<file path="config.mk">
export PLATFORM = sky130hd
export DESIGN_NAME = capture_edge_filter
export DESIGN_NICKNAME = d
export VERILOG_FILES = /design/src/rtl/ecq_pkg.sv /design/src/rtl/ecq_sync.sv /design/src/rtl/ecq_edge_detect.sv /design/src/rtl/ecq_delay_decode.sv /design/src/rtl/ecq_qualifier.sv /design/src/rtl/capture_edge_filter.sv
export SDC_FILE = /design/constraint.sdc
export NUM_CORES = 1
export LEC_CHECK = 0
export BUFFER_PORTS_ARGS = -buffer_cell sky130_fd_sc_hd__buf_4
export CORE_MARGIN = 10
export CORE_UTILIZATION = 50
export DETAILED_ROUTE_END_ITERATION = 12
export GPL_TIMING_DRIVEN = 0
export PLACE_DENSITY = 0.7
export SKIP_CTS_REPAIR_TIMING = 1
export SLEW_MARGIN = 5
export SYNTH_ARGS = -nofsm -noshare
export SYNTH_HDL_FRONTEND = slang
export SYNTH_SLANG_ARGS = --single-unit
</file>
<file path="constraint.sdc">
create_clock -name clk_i -period 2.8 [get_ports clk_i]
set_clock_uncertainty 0.05 [all_clocks]
set_input_delay 0.28 -clock clk_i [delete_from_list [all_inputs] [get_ports clk_i]]
set_output_delay 0.28 -clock clk_i [all_outputs]
set_load 0.005 [all_outputs]
</file>
<file path="src/rtl/ecq_pkg.sv">
package ecq_pkg;
  typedef enum logic [1:0] {
    EDGE_OFF  = 2'b00,
    EDGE_RISE = 2'b01,
    EDGE_FALL = 2'b10,
    EDGE_ANY  = 2'b11
  } edge_mode_e;

  localparam int unsigned SYNC_STAGES = 2;
  localparam int unsigned FINE_STEP_LG = 2; // fine delay step of 4 cycles
endpackage

</file>
<file path="src/rtl/ecq_sync.sv">
module ecq_sync #(
  parameter int unsigned STAGES = 2
) (
  input  logic clk_i,
  input  logic rst_ni,
  input  logic d_i,
  output logic q_o
);
  logic [STAGES-1:0] chain_q;

  generate
    for (genvar g = 0; g < STAGES; g++) begin : g_stage
      if (g == 0) begin : g_first
        always_ff @(posedge clk_i or negedge rst_ni) begin
          if (!rst_ni) chain_q[0] <= 1'b0;
          else         chain_q[0] <= d_i;
        end
      end else begin : g_next
        always_ff @(posedge clk_i or negedge rst_ni) begin
          if (!rst_ni) chain_q[g] <= 1'b0;
          else         chain_q[g] <= chain_q[g-1];
        end
      end
    end
  endgenerate

  assign q_o = chain_q[STAGES-1];
endmodule

</file>
<file path="src/rtl/ecq_edge_detect.sv">
module ecq_edge_detect
  import ecq_pkg::*;
(
  input  logic       clk_i,
  input  logic       rst_ni,
  input  logic       lvl_i,
  input  logic [1:0] mode_i,
  output logic       hit_o,
  output logic       prev_o
);
  logic prev_q;
  logic rise, fall;

  always_ff @(posedge clk_i or negedge rst_ni) begin
    if (!rst_ni) prev_q <= 1'b0;
    else         prev_q <= lvl_i;
  end

  assign rise = lvl_i & ~prev_q;
  assign fall = ~lvl_i & prev_q;

  always_comb begin
    unique case (edge_mode_e'(mode_i))
      EDGE_RISE: hit_o = rise;
      EDGE_FALL: hit_o = fall;
      EDGE_ANY:  hit_o = rise | fall;
      default:   hit_o = 1'b0;
    endcase
  end

  assign prev_o = prev_q;
endmodule

</file>
<file path="src/rtl/ecq_delay_decode.sv">
module ecq_delay_decode
  import ecq_pkg::*;
#(
  parameter int unsigned SEL_W       = 8,
  parameter int unsigned COARSE_BASE = 256,
  parameter int unsigned CNT_W       = 11
) (
  input  logic             fine_i,
  input  logic [SEL_W-1:0] sel_i,
  output logic [CNT_W-1:0] dly_o
);
  logic [CNT_W-1:0] fine_val, coarse_val;

  // (n+1) scaled by the fine step; n == 0 bypasses
  assign fine_val = (sel_i == '0) ? '0
                  : ((CNT_W'(sel_i) + CNT_W'(1)) << FINE_STEP_LG);

  always_comb begin
    unique case (sel_i[1:0])
      2'b01:   coarse_val = CNT_W'(COARSE_BASE);
      2'b10:   coarse_val = CNT_W'(COARSE_BASE * 2);
      2'b11:   coarse_val = CNT_W'(COARSE_BASE * 4);
      default: coarse_val = '0;
    endcase
  end

  assign dly_o = fine_i ? fine_val : coarse_val;
endmodule

</file>
<file path="src/rtl/ecq_qualifier.sv">
module ecq_qualifier #(
  parameter int unsigned CNT_W = 11
) (
  input  logic             clk_i,
  input  logic             rst_ni,
  input  logic             hit_i,
  input  logic             prev_i,
  input  logic             lvl_i,
  input  logic [CNT_W-1:0] dly_i,
  output logic [CNT_W-1:0] cnt_o,
  output logic             ref_o,
  output logic             strobe_o
);
  logic [CNT_W-1:0] cnt_q;
  logic             ref_q;
  logic             strobe_q;

  always_ff @(posedge clk_i or negedge rst_ni) begin
    if (!rst_ni) begin
      cnt_q    <= '0;
      ref_q    <= 1'b0;
      strobe_q <= 1'b0;
    end else begin
      strobe_q <= 1'b0;
      if (cnt_q != '0) begin
        cnt_q <= cnt_q - CNT_W'(1);
        if (cnt_q == CNT_W'(1)) strobe_q <= (lvl_i != ref_q);
      end else if (hit_i) begin
        if (dly_i == '0) begin
          strobe_q <= 1'b1;
        end else begin
          cnt_q <= dly_i;
          ref_q <= prev_i;
        end
      end
    end
  end

  assign cnt_o    = cnt_q;
  assign ref_o    = ref_q;
  assign strobe_o = strobe_q;
endmodule

</file>
<file path="src/rtl/capture_edge_filter.sv">
module capture_edge_filter
  import ecq_pkg::*;
#(
  parameter int unsigned SEL_W       = 8,
  parameter int unsigned COARSE_BASE = 256
) (
  input  logic             clk_i,
  input  logic             rst_ni,
  input  logic             pin_i,
  input  logic             fine_mode_i,
  input  logic [SEL_W-1:0] dly_sel_i,
  input  logic [1:0]       edge_sel_i,
  output logic             strobe_o
);
  localparam int unsigned FINE_MAX   = ((1 << SEL_W)) << FINE_STEP_LG;
  localparam int unsigned COARSE_MAX = COARSE_BASE * 4;
  localparam int unsigned DLY_MAX    = (FINE_MAX > COARSE_MAX) ? FINE_MAX : COARSE_MAX;
  localparam int unsigned CNT_W      = $clog2(DLY_MAX + 1);

  logic             lvl_w, hit_w, prev_w, ref_w;
  logic [CNT_W-1:0] dly_w, cnt_w;

  ecq_sync #(.STAGES(SYNC_STAGES)) u_sync (
    .clk_i(clk_i), .rst_ni(rst_ni), .d_i(pin_i), .q_o(lvl_w)
  );

  ecq_edge_detect u_edge (
    .clk_i(clk_i), .rst_ni(rst_ni), .lvl_i(lvl_w), .mode_i(edge_sel_i),
    .hit_o(hit_w), .prev_o(prev_w)
  );

  ecq_delay_decode #(.SEL_W(SEL_W), .COARSE_BASE(COARSE_BASE), .CNT_W(CNT_W)) u_dec (
    .fine_i(fine_mode_i), .sel_i(dly_sel_i), .dly_o(dly_w)
  );

  ecq_qualifier #(.CNT_W(CNT_W)) u_qual (
    .clk_i(clk_i), .rst_ni(rst_ni), .hit_i(hit_w), .prev_i(prev_w),
    .lvl_i(lvl_w), .dly_i(dly_w), .cnt_o(cnt_w), .ref_o(ref_w),
    .strobe_o(strobe_o)
  );
endmodule

</file>
==> run metrics, run 1 <==
critical path, cell by cell=or3_4 > nor3_4 > nand3_2 > nor2_4 > nand2_1 > o32ai_2; Hold Crit Endpoint=u_sync.chain_q[0]$_DFF_PN0_; drt initial violations=34; clock share of power=0.243; Hold Crit Depth=1; H-tree levels=1; Die Height=a little under 70 um; drt pass-1 iters=4; R2R setup slack=0.81 ns; CTS clock-pin slew for the worst setup and hold paths=around 0.10 ns; largest net degree at the start of global routing=17; worst-case reg-to-reg path depth=6; Worst EP arrival=2.14 ns; Initial Utilization=0.5316; root buf cell=clkbuf_4; sequential-to-total area share from yosys stat=0.3340; status=complete, no violations; Cells after Synth=between 100 and 150; total gr overflow=0; Min-Delay Path Class=in2reg; Crit Path Class=reg2reg; Max Fclk=~0.5 GHz; Placed Cells=between 150 and 200; post-synthesis cell type count=46; Reg-to-Reg Start=u_qual.cnt_o[6]$_DFFE_PN0P_; Async SR Flop Fraction=1.000; combinational share of power=0.241; antenna-violating nets left=0; buffer and inverter count on the worst path=0; Clock Sink Count=16; Worst path slowest cell=dfrtp_1; WL/cell=between 10 and 15 um; largest cells by area after synthesis=dfrtp_1, ha_1, xnor2_1; Antenna Cells=0; TNS Setup=0 ns; Pins Over Slew Limit=0; final std cells w/o fill=between 150 and 200; EDFF count, synth=0; switching share of power=0.3137; Power Dens Cells=around 450 nW/um2; critical path's largest stage delay=about 0.43 ns; setup violators final=0; Synth Area per Inst=just under 9 um2; number of synthesis warnings=0; area leader, netlist=dfrtp_1; DP HPWL=between 2000 and 2500 um; core area=between 2000 and 2500 um2; Max clock buf depth=2; Peak VDD IR=about 0.00036 V; CTS tree=built; DRC viols=0; global-route wire length before repair=4505 um; Slew HR=0.6147; delay-heaviest family, CP=simple AND/OR/NAND/NOR gates; Lkg Pwr=0.5586 nW; Total Routing Usage GR=0.1230; most frequent cells in the layout=dfrtp_1, buf_4, nor2_1; Mapped Area=approximately 1200 um2; startpoint type of the worst setup path=flop; Top Ports=15; RSZ-0062 raised after global routing=false; input/output buffers=14; transition time of the tightest slew-check pin=between 0.5 and 0.6 ns; Flop pwr share=0.516; die footprint=~4800 um2; commonest non-fill, non-tap cell in the layout=dfrtp_1; #FFs+latches synth=16; vias per cell=between 5 and 6; P&R area growth vs syn=15.55%; layout cells sized above 1=0.2092; DR vias=1013; CP max FO=6; switching pwr=between 0.00015 and 0.0002 W; synthesized net count=around 160; Layout Nets=176; reg2reg end=u_qual.cnt_o[4]$_DFFE_PN0P_; top_reg_cell synth=dfrtp_1; post-layout min period=approximately 2.0 ns; TritonCTS Buffers=3; final hold vios=0; Cell Int Power=between 0.0004 and 0.0005 W; clock latency on the worst-skew pair=approximately 0.29 ns; vias in the first global route=1032; RePlAce Congestion=0.8456; Hold Startpoint=pin_i; Req. time, crit path=between 2 and 3 ns; Yosys top cell area share=0.3340; Final period util=0.7108; total of max-cap violations=0; overall die width=~70 um; initial antenna violation count=0; Core Rows=17; Setup crit end kind=flop; Post-Route WL=between 2000 and 3000 um
==> sequential cells by signal, indices dropped and copies added (netlist names) <==
signal,flops
u_qual.ref_o,1
u_qual.strobe_o,1
u_sync.chain_q,1
u_sync.q_o,1
u_edge.prev_o,1
u_qual.cnt_o,11
==> worst register-to-register path, delay by kind of cell (launching register included) <==
kind | cells | cell delay (ns)
simple gates | 5 | 1.19
flops | 1 | 0.43
compound gates | 1 | 0.22
==> per-stage QoR <==
stage	hold slack (ns)	setup WS, ns	area [um2]	power (W)	utilization
3_3_place_gp	0.09422	0.6548	1339	0.0004688	0.5938
4_1_cts	-0.2319	0.8103	1375	0.0006297	0.6099
6_report	0.04843	0.8096	1385	0.0006254	0.6143
5_1_grt	0.02337	0.5764	1385	0.0006699	0.6143
3_5_place_dp	0.09659	0.6147	1339	0.0004751	0.5938
2_1_floorplan	-0.06559	0.9539	1199	0.0004197	-
==> per-layer routing <==
layer / global-route usage / part of all wire
met1: 0.1426 / 0.46
met3: 0.03382 / 0.029
met5: 0 / 0
met4: 0.02956 / 0.0042
met2: 0.2180 / 0.51
==> power groups by stage <==
stage	clock network [W]	registers [W]	logic [W]
finish	0.000152	0.000322	0.000151
global route	0.000170	0.000329	0.000171
CTS	0.000158	0.000320	0.000151
detailed placement	0	0.000325	0.000150
global placement	0	0.000323	0.000146
floorplan	0	0.000318	0.000102
==> synth_stat cells, types with 2 or more instances <==
| master | count |
|---|---|
| xor2_1 | 4 |
| a21oi_1 | 4 |
| o22ai_1 | 2 |
| xnor2_1 | 8 |
| inv_1 | 10 |
| or3_1 | 3 |
| nand2b_1 | 2 |
| nand3_1 | 8 |
| nor2_1 | 13 |
| nor3_1 | 3 |
| nand2_1 | 11 |
| nand3_2 | 2 |
| o32ai_1 | 2 |
| o21ai_0 | 7 |
| nand4_1 | 2 |
| dfrtp_1 | 16 |
| ha_1 | 8 |
==> cell families after synthesis <==
| group | share of synthesized area |
|---|---|
| AO/OA/AOI/OAI | 0.1806 |
| buffers and inverters | 0.04176 |
| adder cells (fa/ha/maj) | 0.08351 |
| multiplexers | 0.008351 |
| flip-flops | 0.3340 |
| AND/OR/NAND/NOR | 0.2641 |
| XOR/XNOR | 0.08768 |
==> final cells by class <==
| cell class | instances | area (um2) |
|---|---|---|
| sequential | 16 | 400.4 |
| fill | 222 | 869.6 |
| tap | 28 | 35.03 |
| timing repair buffer | 15 | 115.1 |
| inverter | 10 | 37.54 |
| clock buffer | 4 | 36.28 |
| buffer | 2 | 12.51 |
| multi-input combinational | 106 | 748.2 |
==> how the worst max path moves through the flow <==
| stage | cells after the start | slack [ns] | endpoint | startpoint |
|---|---|---|---|---|
| after CTS | 6 | 0.81 | u_qual.cnt_o[4]$_DFFE_PN0P_ | u_qual.cnt_o[7]$_DFFE_PN0P_ |
| after detailed placement | 8 | 0.61 | u_qual.ref_o$_DFFE_PN0P_ | dly_sel_i[0] |
| after global routing | 5 | 0.58 | u_qual.cnt_o[8]$_DFFE_PN0P_ | u_qual.cnt_o[2]$_DFFE_PN0P_ |
| after floorplan | 7 | 0.95 | u_qual.ref_o$_DFFE_PN0P_ | dly_sel_i[0] |
| after global placement | 8 | 0.65 | u_qual.ref_o$_DFFE_PN0P_ | dly_sel_i[0] |
| final | 6 | 0.81 | u_qual.cnt_o[4]$_DFFE_PN0P_ | u_qual.cnt_o[6]$_DFFE_PN0P_ |
Note: power is estimated with default switching activity, not from simulation.
==> inputs of run 2 (changes only) <==
--- a/config.mk
+++ b/config.mk
@@ -10,7 +10,7 @@
 export CORE_UTILIZATION = 50
 export DETAILED_ROUTE_END_ITERATION = 12
 export GPL_TIMING_DRIVEN = 0
-export PLACE_DENSITY = 0.7
+export PLACE_DENSITY = 0.73
 export SKIP_CTS_REPAIR_TIMING = 1
 export SLEW_MARGIN = 5
 export SYNTH_ARGS = -nofsm -noshare
==> constraint.sdc (replaced) <==
create_clock -name clk_i -period 1.8 [get_ports clk_i]
set_clock_uncertainty 0.05 [all_clocks]
set_input_delay 0.18 -clock clk_i [delete_from_list [all_inputs] [get_ports clk_i]]
set_output_delay 0.18 -clock clk_i [all_outputs]
set_load 0.005 [all_outputs]
==> run metrics, run 2 (synthesis results as in run 1) <==
status=finished with violations (was complete, no violations); failing checks=setup timing; Req. time, crit path=1.95 ns (was 2.95 ns); CTS tree=built (unchanged); Slew HR=0.7114 (was 0.6147); worst-case reg-to-reg path depth=6 (unchanged); drt initial violations=40 (was 34); vias per cell=5.613 (was 5.597); transition time of the tightest slew-check pin=0.4308 ns (was 0.5732 ns); Die Height=68.96 um (unchanged); R2R setup slack=-0.15 ns (was 0.81 ns); global-route wire length before repair=4485 um (was 4505 um); Layout Nets=189 (was 176); Max Fclk=0.5122 GHz (was 0.5024 GHz); post-layout min period=1.952 ns (was 1.990 ns); final std cells w/o fill=194 (was 181); Hold Crit Endpoint=u_qual.cnt_o[3]$_DFFE_PN0P_ (was u_sync.chain_q[0]$_DFF_PN0_); RSZ-0062 raised after global routing=true (was false); Max clock buf depth=2 (unchanged); Total Routing Usage GR=0.1234 (was 0.1230); Clock Sink Count=16 (unchanged); Lkg Pwr=0.6517 nW (was 0.5586 nW); Power Dens Cells=677.7 nW/um2 (was 451.5 nW/um2); setup violators final=9 (was 0); RePlAce Congestion=0.8553 (was 0.8456); DP HPWL=2101 um (was 2137 um); antenna-violating nets left=0 (unchanged); clock latency on the worst-skew pair=0.30 ns (was 0.29 ns); most frequent cells in the layout=buf_4, dfrtp_1, nor2_1 (was dfrtp_1, buf_4, nor2_1); reg2reg end=u_qual.cnt_o[4]$_DFFE_PN0P_ (unchanged); total of max-cap violations=0 (unchanged); DRC viols=0 (unchanged); final hold vios=0 (unchanged); overall die width=68.96 um (unchanged); Core Rows=17 (unchanged); Crit Path Class=reg2reg (unchanged); Reg-to-Reg Start=u_qual.cnt_o[6]$_DFFE_PN0P_ (unchanged); Setup crit end kind=flop (unchanged); Worst EP arrival=2.11 ns (was 2.14 ns); die footprint=4755 um2 (unchanged); layout cells sized above 1=0.3373 (was 0.2092); root buf cell=clkbuf_4 (unchanged); core area=2255 um2 (unchanged); Top Ports=15 (unchanged); P&R area growth vs syn=32.05% (was 15.55%); Final period util=1.085 (was 0.7108); H-tree levels=1 (unchanged); commonest non-fill, non-tap cell in the layout=buf_4 (was dfrtp_1); Hold Startpoint=fine_mode_i (was pin_i); Antenna Cells=0 (unchanged); vias in the first global route=1002 (was 1032); startpoint type of the worst setup path=flop (unchanged); largest net degree at the start of global routing=17 (unchanged); Hold Crit Depth=3 (was 1); Peak VDD IR=0.0005855 V (was 0.0003590 V); WL/cell=14.65 um (was 14.59 um); Placed Cells=176 (unchanged); worst setup slack after layout=-0.1524 ns (was 0.8096 ns); max reg flops=11 (unchanged); DR vias=1089 (was 1013); CTS clock-pin slew for the worst setup and hold paths=0.10 ns (about the same); pre-CTS setup slack=-0.2513 ns (was 0.6147 ns); input/output buffers=14 (unchanged); total gr overflow=0 (unchanged); drt pass-1 iters=4 (unchanged); Initial Utilization=0.5316 (unchanged); CP max FO=6 (unchanged); Min-Delay Path Class=in2reg (unchanged); Post-Route WL=2843 um (was 2640 um); Pins Over Slew Limit=0 (unchanged); TritonCTS Buffers=3 (unchanged); initial antenna violation count=0 (unchanged)
run 2: how the worst max path moves through the flow:
stage,start,endpoint,slack [ns],cells after the start
after floorplan,u_sync.q_o$_DFF_PN0_,u_qual.ref_o$_DFFE_PN0P_,0.04,8
after global placement,dly_sel_i[0],u_qual.ref_o$_DFFE_PN0P_,-0.25,8
after detailed placement,dly_sel_i[0],u_qual.ref_o$_DFFE_PN0P_,-0.25,8
after CTS,u_qual.cnt_o[2]$_DFFE_PN0P_,u_qual.ref_o$_DFFE_PN0P_,-0.20,5
after global routing,u_qual.cnt_o[6]$_DFFE_PN0P_,u_qual.cnt_o[4]$_DFFE_PN0P_,-0.23,6
final,u_qual.cnt_o[6]$_DFFE_PN0P_,u_qual.cnt_o[4]$_DFFE_PN0P_,-0.15,6
run 2: per-layer routing:
| metal | vias to the layer above | wire, um | track usage |
|---|---|---|---|
| li1 | 543 | - | - |
| met1 | 519 | 1223 | 0.1491 |
| met2 | 23 | 1471 | 0.2032 |
| met3 | 4 | 111 | 0.03382 |
| met4 | 0 | 37 | 0.04680 |
| met5 | - | 0 | 0 |
run 2: critical path: stages, from the launching register on:
cell	delay [ns]
dfrtp_1	0.43
or3_4	0.40
nor3_4	0.27
nand3_2	0.15
nor2_4	0.22
nand2_4	0.09
o32ai_2	0.26
run 2: area by class of cell:
type / instances / area, um2
plain buffers: 2 / 18.77
clock buffers: 4 / 36.28
fillers: 181 / 671.9
inverters: 10 / 37.54
multi-input cells: 106 / 839.6
flip-flops and latches: 16 / 400.4
well taps: 28 / 35.03
repair buffers: 28 / 215.2
run 2: metrics by stage:
step	area, um2	total power, W	hold WS, ns	utilization	setup TNS [ns]
6_report	1583	0.001073	0.1735	0.7020	-0.6717
2_1_floorplan	1199	0.0006528	-0.1656	-	0
4_1_cts	1375	0.0009807	-0.3280	0.6099	-1.146
3_3_place_gp	1339	0.0007300	-0.005451	0.5938	-1.366
3_5_place_dp	1339	0.0007381	-0.001260	0.5938	-1.595
5_1_grt	1583	0.001149	0.1580	0.7020	-1.661
run 2: power breakdown:
part           internal, W  switching (W)  leakage, nW
clock             0.000123       0.000119       0.0210
combinational     0.000171       0.000146        0.458
sequential        0.000427      0.0000876        0.173
